**src/rtl/pllcfg_pkg.sv**
```systemverilog
package pllcfg_pkg;

    localparam int DATA_W = 8;
    localparam int ADDR_W = 2;
    localparam int MUL_W  = 12;
    localparam int HI_W   = MUL_W - DATA_W;

    localparam logic [MUL_W-1:0] MUL_RESET = 12'h002;

    // control register bit positions
    localparam int CB_TRK  = 0;
    localparam int CB_LOCK = 1;
    localparam int CB_AUTO = 2;

    typedef enum logic [ADDR_W-1:0] {
        ADR_CTRL = 2'd0,
        ADR_MULH = 2'd1,
        ADR_MULL = 2'd2,
        ADR_NONE = 2'd3
    } reg_addr_e;

    typedef struct packed {
        logic auto_on;
        logic lock_vis;
        logic trk;
    } ctrl_view_t;

    function automatic logic [DATA_W-1:0] pack_ctrl(input ctrl_view_t v);
        logic [DATA_W-1:0] r;
        r = '0;
        r[CB_AUTO] = v.auto_on;
        r[CB_LOCK] = v.lock_vis;
        r[CB_TRK]  = v.trk;
        return r;
    endfunction

endpackage

```
**src/rtl/pllcfg_bwctl.sv**
```systemverilog
module pllcfg_bwctl
    import pllcfg_pkg::*;
(
    input  logic clk,
    input  logic rst,
    input  logic ctrl_wr,
    input  logic wr_auto,
    input  logic wr_trk,
    input  logic core_trk,
    input  logic core_lock,
    output logic auto_q,
    output logic man_q,
    output ctrl_view_t view
);

    logic eff_trk;

    always_ff @(posedge clk) begin
        if (rst) begin
            auto_q <= 1'b0;
            man_q  <= 1'b0;
        end else if (ctrl_wr) begin
            auto_q <= wr_auto;
            // shadow only accepts software writes while manual
            if (!auto_q) begin
                man_q <= wr_trk;
            end
        end
    end

    always_comb begin
        eff_trk       = auto_q ? core_trk : man_q;
        view.auto_on  = auto_q;
        view.lock_vis = auto_q & core_lock;
        view.trk      = eff_trk;
    end

endmodule

```
**src/rtl/pllcfg_mulreg.sv**
```systemverilog
module pllcfg_mulreg
    import pllcfg_pkg::*;
#(
    parameter int W_DATA = DATA_W,
    parameter int W_MUL  = MUL_W,
    parameter logic [W_MUL-1:0] RST_VAL = MUL_RESET
) (
    input  logic              clk,
    input  logic              rst,
    input  logic              wr_hi,
    input  logic              wr_lo,
    input  logic [W_DATA-1:0] wdata,
    output logic [W_MUL-1:0]  mul_val
);

    localparam int W_HI = W_MUL - W_DATA;

    logic [W_HI-1:0]   hi_q;
    logic [W_DATA-1:0] lo_q;

    always_ff @(posedge clk) begin
        if (rst) begin
            hi_q <= RST_VAL[W_MUL-1:W_DATA];
        end else if (wr_hi) begin
            hi_q <= wdata[W_HI-1:0];
        end
    end

    always_ff @(posedge clk) begin
        if (rst) begin
            lo_q <= RST_VAL[W_DATA-1:0];
        end else if (wr_lo) begin
            lo_q <= wdata;
        end
    end

    assign mul_val = {hi_q, lo_q};

endmodule

```
**src/rtl/pllcfg_rdmux.sv**
```systemverilog
module pllcfg_rdmux
    import pllcfg_pkg::*;
(
    input  logic [ADDR_W-1:0] addr,
    input  ctrl_view_t        view,
    input  logic [MUL_W-1:0]  mul_val,
    output logic [DATA_W-1:0] rdata
);

    always_comb begin
        rdata = '0;
        unique case (reg_addr_e'(addr))
            ADR_CTRL: rdata = pack_ctrl(view);
            ADR_MULH: rdata[HI_W-1:0] = mul_val[MUL_W-1:DATA_W];
            ADR_MULL: rdata = mul_val[DATA_W-1:0];
            default:  rdata = '0;
        endcase
    end

endmodule

```
**src/rtl/pllcfg_regs.sv**
```systemverilog
module pllcfg_regs
    import pllcfg_pkg::*;
(
    input  logic              clk,
    input  logic              rst,
    input  logic [ADDR_W-1:0] addr,
    input  logic              wr_en,
    input  logic [DATA_W-1:0] wdata,
    output logic [DATA_W-1:0] rdata,
    input  logic              core_lock,
    input  logic              core_trk,
    output logic              mode_trk,
    output logic [MUL_W-1:0]  mul_val
);

    logic       ctrl_wr;
    logic       wr_hi;
    logic       wr_lo;
    logic       auto_q;
    logic       man_q;
    ctrl_view_t view;

    assign ctrl_wr = wr_en && (reg_addr_e'(addr) == ADR_CTRL);
    assign wr_hi   = wr_en && (reg_addr_e'(addr) == ADR_MULH);
    assign wr_lo   = wr_en && (reg_addr_e'(addr) == ADR_MULL);

    pllcfg_bwctl u_bw (
        .clk      (clk),
        .rst      (rst),
        .ctrl_wr  (ctrl_wr),
        .wr_auto  (wdata[CB_AUTO]),
        .wr_trk   (wdata[CB_TRK]),
        .core_trk (core_trk),
        .core_lock(core_lock),
        .auto_q   (auto_q),
        .man_q    (man_q),
        .view     (view)
    );

    pllcfg_mulreg #(
        .W_DATA (DATA_W),
        .W_MUL  (MUL_W),
        .RST_VAL(MUL_RESET)
    ) u_mul (
        .clk    (clk),
        .rst    (rst),
        .wr_hi  (wr_hi),
        .wr_lo  (wr_lo),
        .wdata  (wdata),
        .mul_val(mul_val)
    );

    pllcfg_rdmux u_rd (
        .addr   (addr),
        .view   (view),
        .mul_val(mul_val),
        .rdata  (rdata)
    );

    assign mode_trk = view.trk;

endmodule

```
**config.mk**
```make
export PLATFORM = sky130hd
export DESIGN_NAME = pllcfg_regs
export DESIGN_NICKNAME = d
export VERILOG_FILES = /design/src/rtl/pllcfg_pkg.sv /design/src/rtl/pllcfg_bwctl.sv /design/src/rtl/pllcfg_mulreg.sv /design/src/rtl/pllcfg_rdmux.sv /design/src/rtl/pllcfg_regs.sv
export SDC_FILE = /design/constraint.sdc
export NUM_CORES = 1
export LEC_CHECK = 0
export BUFFER_PORTS_ARGS = -buffer_cell sky130_fd_sc_hd__buf_4
export CORE_UTILIZATION = 38
export DETAILED_ROUTE_END_ITERATION = 10
export PLACE_DENSITY_LB_ADDON = 0.12
export SLEW_MARGIN = 10
export SYNTH_ARGS = -nofsm -noshare
export SYNTH_HDL_FRONTEND = slang
export SYNTH_HIERARCHICAL = 1
export SYNTH_SLANG_ARGS = --single-unit
export TNS_END_PERCENT = 5
```
**constraint.sdc**
```tcl
create_clock -name clk -period 1.1 [get_ports clk]
set_input_delay 0.165 -clock clk [delete_from_list [all_inputs] [get_ports clk]]
set_output_delay 0.165 -clock clk [all_outputs]
set_load 0.05 [all_outputs]
```
# Word level (Yosys, flattened, before mapping)

Index checks and enable logic that the tools add are counted.

Reductions and logical operators: 5
Bitwise operators: 2
Multiplexer cells: 3
Equality and inequality tests: 2

Operators with widths:

| cell                                          | number |
|---|---|
| one-hot mux 4 bit (3 select lines)            | 1 |
| 2-to-1 mux 4 bit                              | 1 |
| logical AND 1 bit                             | 3 |
| == test 2 x 1 -> 1 bit, second input constant | 1 |
| == test 2 bit, second input constant          | 1 |
| logical NOT 2 bit                             | 1 |
| AND reduction 2 bit                           | 1 |
| AND 1 bit                                     | 1 |
| 2-to-1 mux 1 bit                              | 1 |
| inverter 1 bit                                | 1 |

Output and inout port bits: 21
Register bits after elaboration: 14
Input port bits: 15
Word-level logic and storage cells: 16

# Depth between registers and ports, before layout

Word-level depth: 3
Mapped depth: 4
Depth with buffers taken out: 3

# Cells and area by module

The synthesis kept the hierarchy.

Modules (own cells, without submodules):

| module        | area each (µm²) | cells each | times used | seq. area each (µm²) |
|---|---|---|---|---|
| pllcfg_mulreg | 430.4           | 39         | 1          | 240.2 |
| pllcfg_bwctl  | 118.9           | 12         | 1          | 40.0 |
| pllcfg_rdmux  | 106.4           | 13         | 1          | 0.0 |
| pllcfg_regs   | 30.0            | 3          | 1          | 0.0 |

# Worst setup path before layout

No wires, ideal clock.

Path type: reg2out
Start: register u_bw.auto_q
End: output rdata[0]
Data required time: 935 ps
Path slack: -685 ps
Arrival: 1,620 ps
Cell stages (with the launch flop): 5
Cell sequence: dfxtp_1 > mux2_4 > buf_4 > mux2i_1 > o2bb2ai_1

Word-level cells in the longest chain between the ends: 2

Ends and longest elaborated chain:

| what                               | line               | RTL |
|---|---|---|
| start: declaration                 | pllcfg_bwctl.sv:11 | `output logic auto_q,` |
| start signal: assignment           | pllcfg_bwctl.sv:23 | `auto_q <= wr_auto;` |
| 2-to-1 mux 1 bit                   | pllcfg_bwctl.sv:32 | `eff_trk = auto_q ? core_trk : man_q;` |
| net u_bw.eff_trk                   | pllcfg_bwctl.sv:16 | `logic eff_trk;` |
| one-hot mux 4 bit (3 select lines) | pllcfg_rdmux.sv:12 | `unique case (reg_addr_e'(addr))` |
| end: declaration                   | pllcfg_regs.sv:9   | `output logic [DATA_W-1:0] rdata,` |

The timed path passes the listed nets, and every way through them passes these cells.

# Worst setup path in the final report

Start: register u_bw.auto_q
End: output rdata[0]

Word-level cells in the longest chain between the ends: 2

Ends and longest elaborated chain:

| what                               | line |
|---|---|
| 2-to-1 mux 1 bit                   | pllcfg_bwctl.sv:32 |
| one-hot mux 4 bit (3 select lines) | pllcfg_rdmux.sv:12 |

Every way passes these cells.

==> flow_summary_export.csv <==
group,metric,value,unit
run_status,violations,"negative setup slack",
drt,drt-initial-drc-count,6,
timing,tightest_slew,0.506,ns
cells_and_area,area_delta_synth_final,74.6,%
global_routing,overflow,0,
pwr,p_leak,0.517,nW
synth,syn-num-nets,82,
global_routing,antenna_found_initial,0,
critical_path,cp.arrival,1.34,ns
floorplanning,num_rows,14,
pwr,p_total,1.24,mW
cells_and_area,final_common_cell,"buf_4",
timing,worst_slack,-0.405,ns
critical_path,crit_path_cell_trace,"mux2_4, mux2i_4, o2bb2ai_4, buf_6",
placement,gp_congestion,0.711,
synth,synth_top_area_share,40.9,%
clocking,cts_buffer_depth,2,
cells_and_area,n_antenna_cell,0,
drt,via_per_inst,4.62,
synth,yosys.area.top_type,"dfxtp_1",
drt,wl_per_cell,13.3,µm
synth,syn_area_per_cell,10.2,µm²
drt,wirelength,1.77,mm
floorplanning,die_x,44.5,µm
clocking,clock_latency,0.28,ns
timing,drv_slew,0,
synth,synth_area,686,µm²
timing,timing.fmax,664,MHz
critical_path,endpoint_kind,"output pin",
floorplanning,die_h,44.5,µm
timing,slew_headroom,66.3,%
critical_path,worstPathRequired,0.94,ns
pwr,power.density,1040,mW/mm²
timing,finalSetupTns,-1.19,ns
cells_and_area,fin_area,0.00120,mm²
timing,setup-violations-final,5,
drt,dr.pass1.iters,2,
synth,seq_area_frac_synth,40.9,%
synth,ys.warnings.count,6,
synth,synth_cells,67,
clocking,cts_hold_buf,0,
clocking,cts.htree.levels,1,
global_routing,grt_first_pass_wirelength,2.70,mm
critical_path,critPathLaunchType,"flip-flop",
cells_and_area,most-common-layout-cells,"buf_4 (31), mux2i_1 (12), nor2_1 (12)",
hold_path,hold_path.class,"in2reg",
global_routing,first_global_vias,593,
critical_path,cp_slowest_cell,"dfxtp_2",
timing,whs,0.107,ns
drt,antenna_left,0,
clocking,cts_made_buffers,3,
critical_path,critPathKind,"reg2out",
pwr,irDropWorstVdd,0.823,mV
timing,skew,0.0000340,ns
timing,period_share,137,%
floorplanning,dieArea,0.00198,mm²
synth,synth.ff_latch_count,14,
placement,dpl_cell_area,0.00109,mm²
floorplanning,core_area,0.00159,mm²
synth,synth.area.top_cells,"dfxtp_1 (41%), mux2i_1 (22%), nor2_1 (6.6%)",
placement,dp_hpwl,1.32,mm
global_routing,grt_max_degree,16,
synth,synth_cell_types,20,
floorplanning,initial_core_util,43.0,%
critical_path,cpPeakStageDelay,0.36,ns
floorplanning,io_pins,36,
cells_and_area,drive_gt1_share,67.0,%
drt,drc,0,
clocking,clock_sinks,14,
cells_and_area,nNetsFinal,125,
timing,grt_setup_unrepaired,"true",
placement,numPortBuffers,35,
clocking,cts_tree,"built",
clocking,clk_pin_slew,0.09,ns
critical_path,rrSetupSlack,0.27,ns
drt,vias,615,
timing,fin_crit,1.50,ns
timing,hold_viol,0,
critical_path,cp_max_fo,3,
clocking,cts_root_buf,"clkbuf_4",
job,maxCapViolCount,0,
global_routing,grt_usage,19.7,%
run_status,status,"finished with violations",
-- worst max-delay path, delay by kind of cell, from the launching register on --
kind                   cells  cell delay, ns
multiplexers               2            0.48
buffers and inverters      1            0.15
AO/OA/AOI/OAI              1            0.07
flip-flops                 1            0.36
-- final cells by class --
| class | instances | area (µm²) |
|---|---|---|
| clock buffers | 4 | 36.3 |
| fillers | 124 | 397 |
| multi-input cells | 48 | 460 |
| flip-flops and latches | 14 | 294 |
| well taps | 24 | 30.0 |
| repair buffers | 43 | 377 |
-- cells in the mapped netlist --
cell and n:
dfxtp_1 14, a22o_1 1, buf_4 2, nor2b_2 1, clkbuf_2 1, o2bb2ai_1 3, and2_1 5, buf_6 1
buf_2 1, mux2i_1 15, nor3b_2 1, nor2b_1 2, nand4bb_1 1, mux2_4 1, o21ai_1 1, nand2b_1 1
and3b_1 2, nor2_1 12, and2b_4 1, a211o_1 1
-- cells by family (layout without fill, tap and decap cells) --
kind of cell	Yosys count	in the layout	synth area share [%]
buffers and inverters	5	47	5.29
and+or+nand+nor	26	26	22.6
DFF	14	14	40.9
AOI/OAI and AO/OA	6	6	7.12
muxes	16	16	24.1
-- sequential cells by signal, summed over array words and instances, names as in the netlist --
register / count
u_bw/auto_q: 1
u_bw/man_q: 1
u_mul/lo_q: 8
u_mul/hi_q: 4
-- where the power goes --
| part | total [mW] | internal (mW) | switching (mW) | leakage (nW) |
|---|---|---|---|---|
| combinational | 0.321 | 0.146 | 0.175 | 0.378 |
| clock | 0.374 | 0.201 | 0.172 | 0.0210 |
| sequential | 0.546 | 0.528 | 0.0182 | 0.118 |
| total | 1.24 | 0.875 | 0.366 | 0.517 |
-- metrics by stage --
| step | instances | utilization [%] | worst slack (ns) |
|---|---|---|---|
| 5_1_grt | 133 | 75.1 | -0.447 |
| 3_5_place_dp | 129 | 68.7 | -0.161 |
| 6_report | 133 | 75.1 | -0.405 |
| 2_1_floorplan | 67 | - | -0.173 |
| 3_3_place_gp | 129 | 68.7 | -0.140 |
| 4_1_cts | 133 | 74.6 | -0.411 |
-- path summary, 6_finish.rpt --
path | cells after the start | startpoint | to
setup / recovery | 4 | u_bw/auto_q$_SDFFE_PP0P_ | rdata[0]
hold / removal | 2 | wdata[1] | u_mul/lo_q[1]$_SDFFE_PP1P_
setup reg to reg | 2 | u_mul/lo_q[1]$_SDFFE_PP1P_ | u_mul/lo_q[1]$_SDFFE_PP1P_
hold reg to reg | 2 | u_bw/man_q$_SDFFE_PP0P_ | u_bw/man_q$_SDFFE_PP0P_
-- metal layers --
| layer | wire [µm] | GRT usage (%) |
|---|---|---|
| met2 | 884 | 33.5 |
| met3 | 72 | 3.67 |
| met1 | 774 | 23.0 |
| met4 | 38 | 10.9 |
| met5 | 0 | 0 |
-- timing repair --
| action | in CTS | in global routing |
|---|---|---|
| pin swaps | 1 | 1 |
| gates resized for setup | 17 | 4 |
| buffers inserted | 0 | 0 |
| setup endpoints to repair | 11 | 12 |
Power figures use the tool's default switching activity.
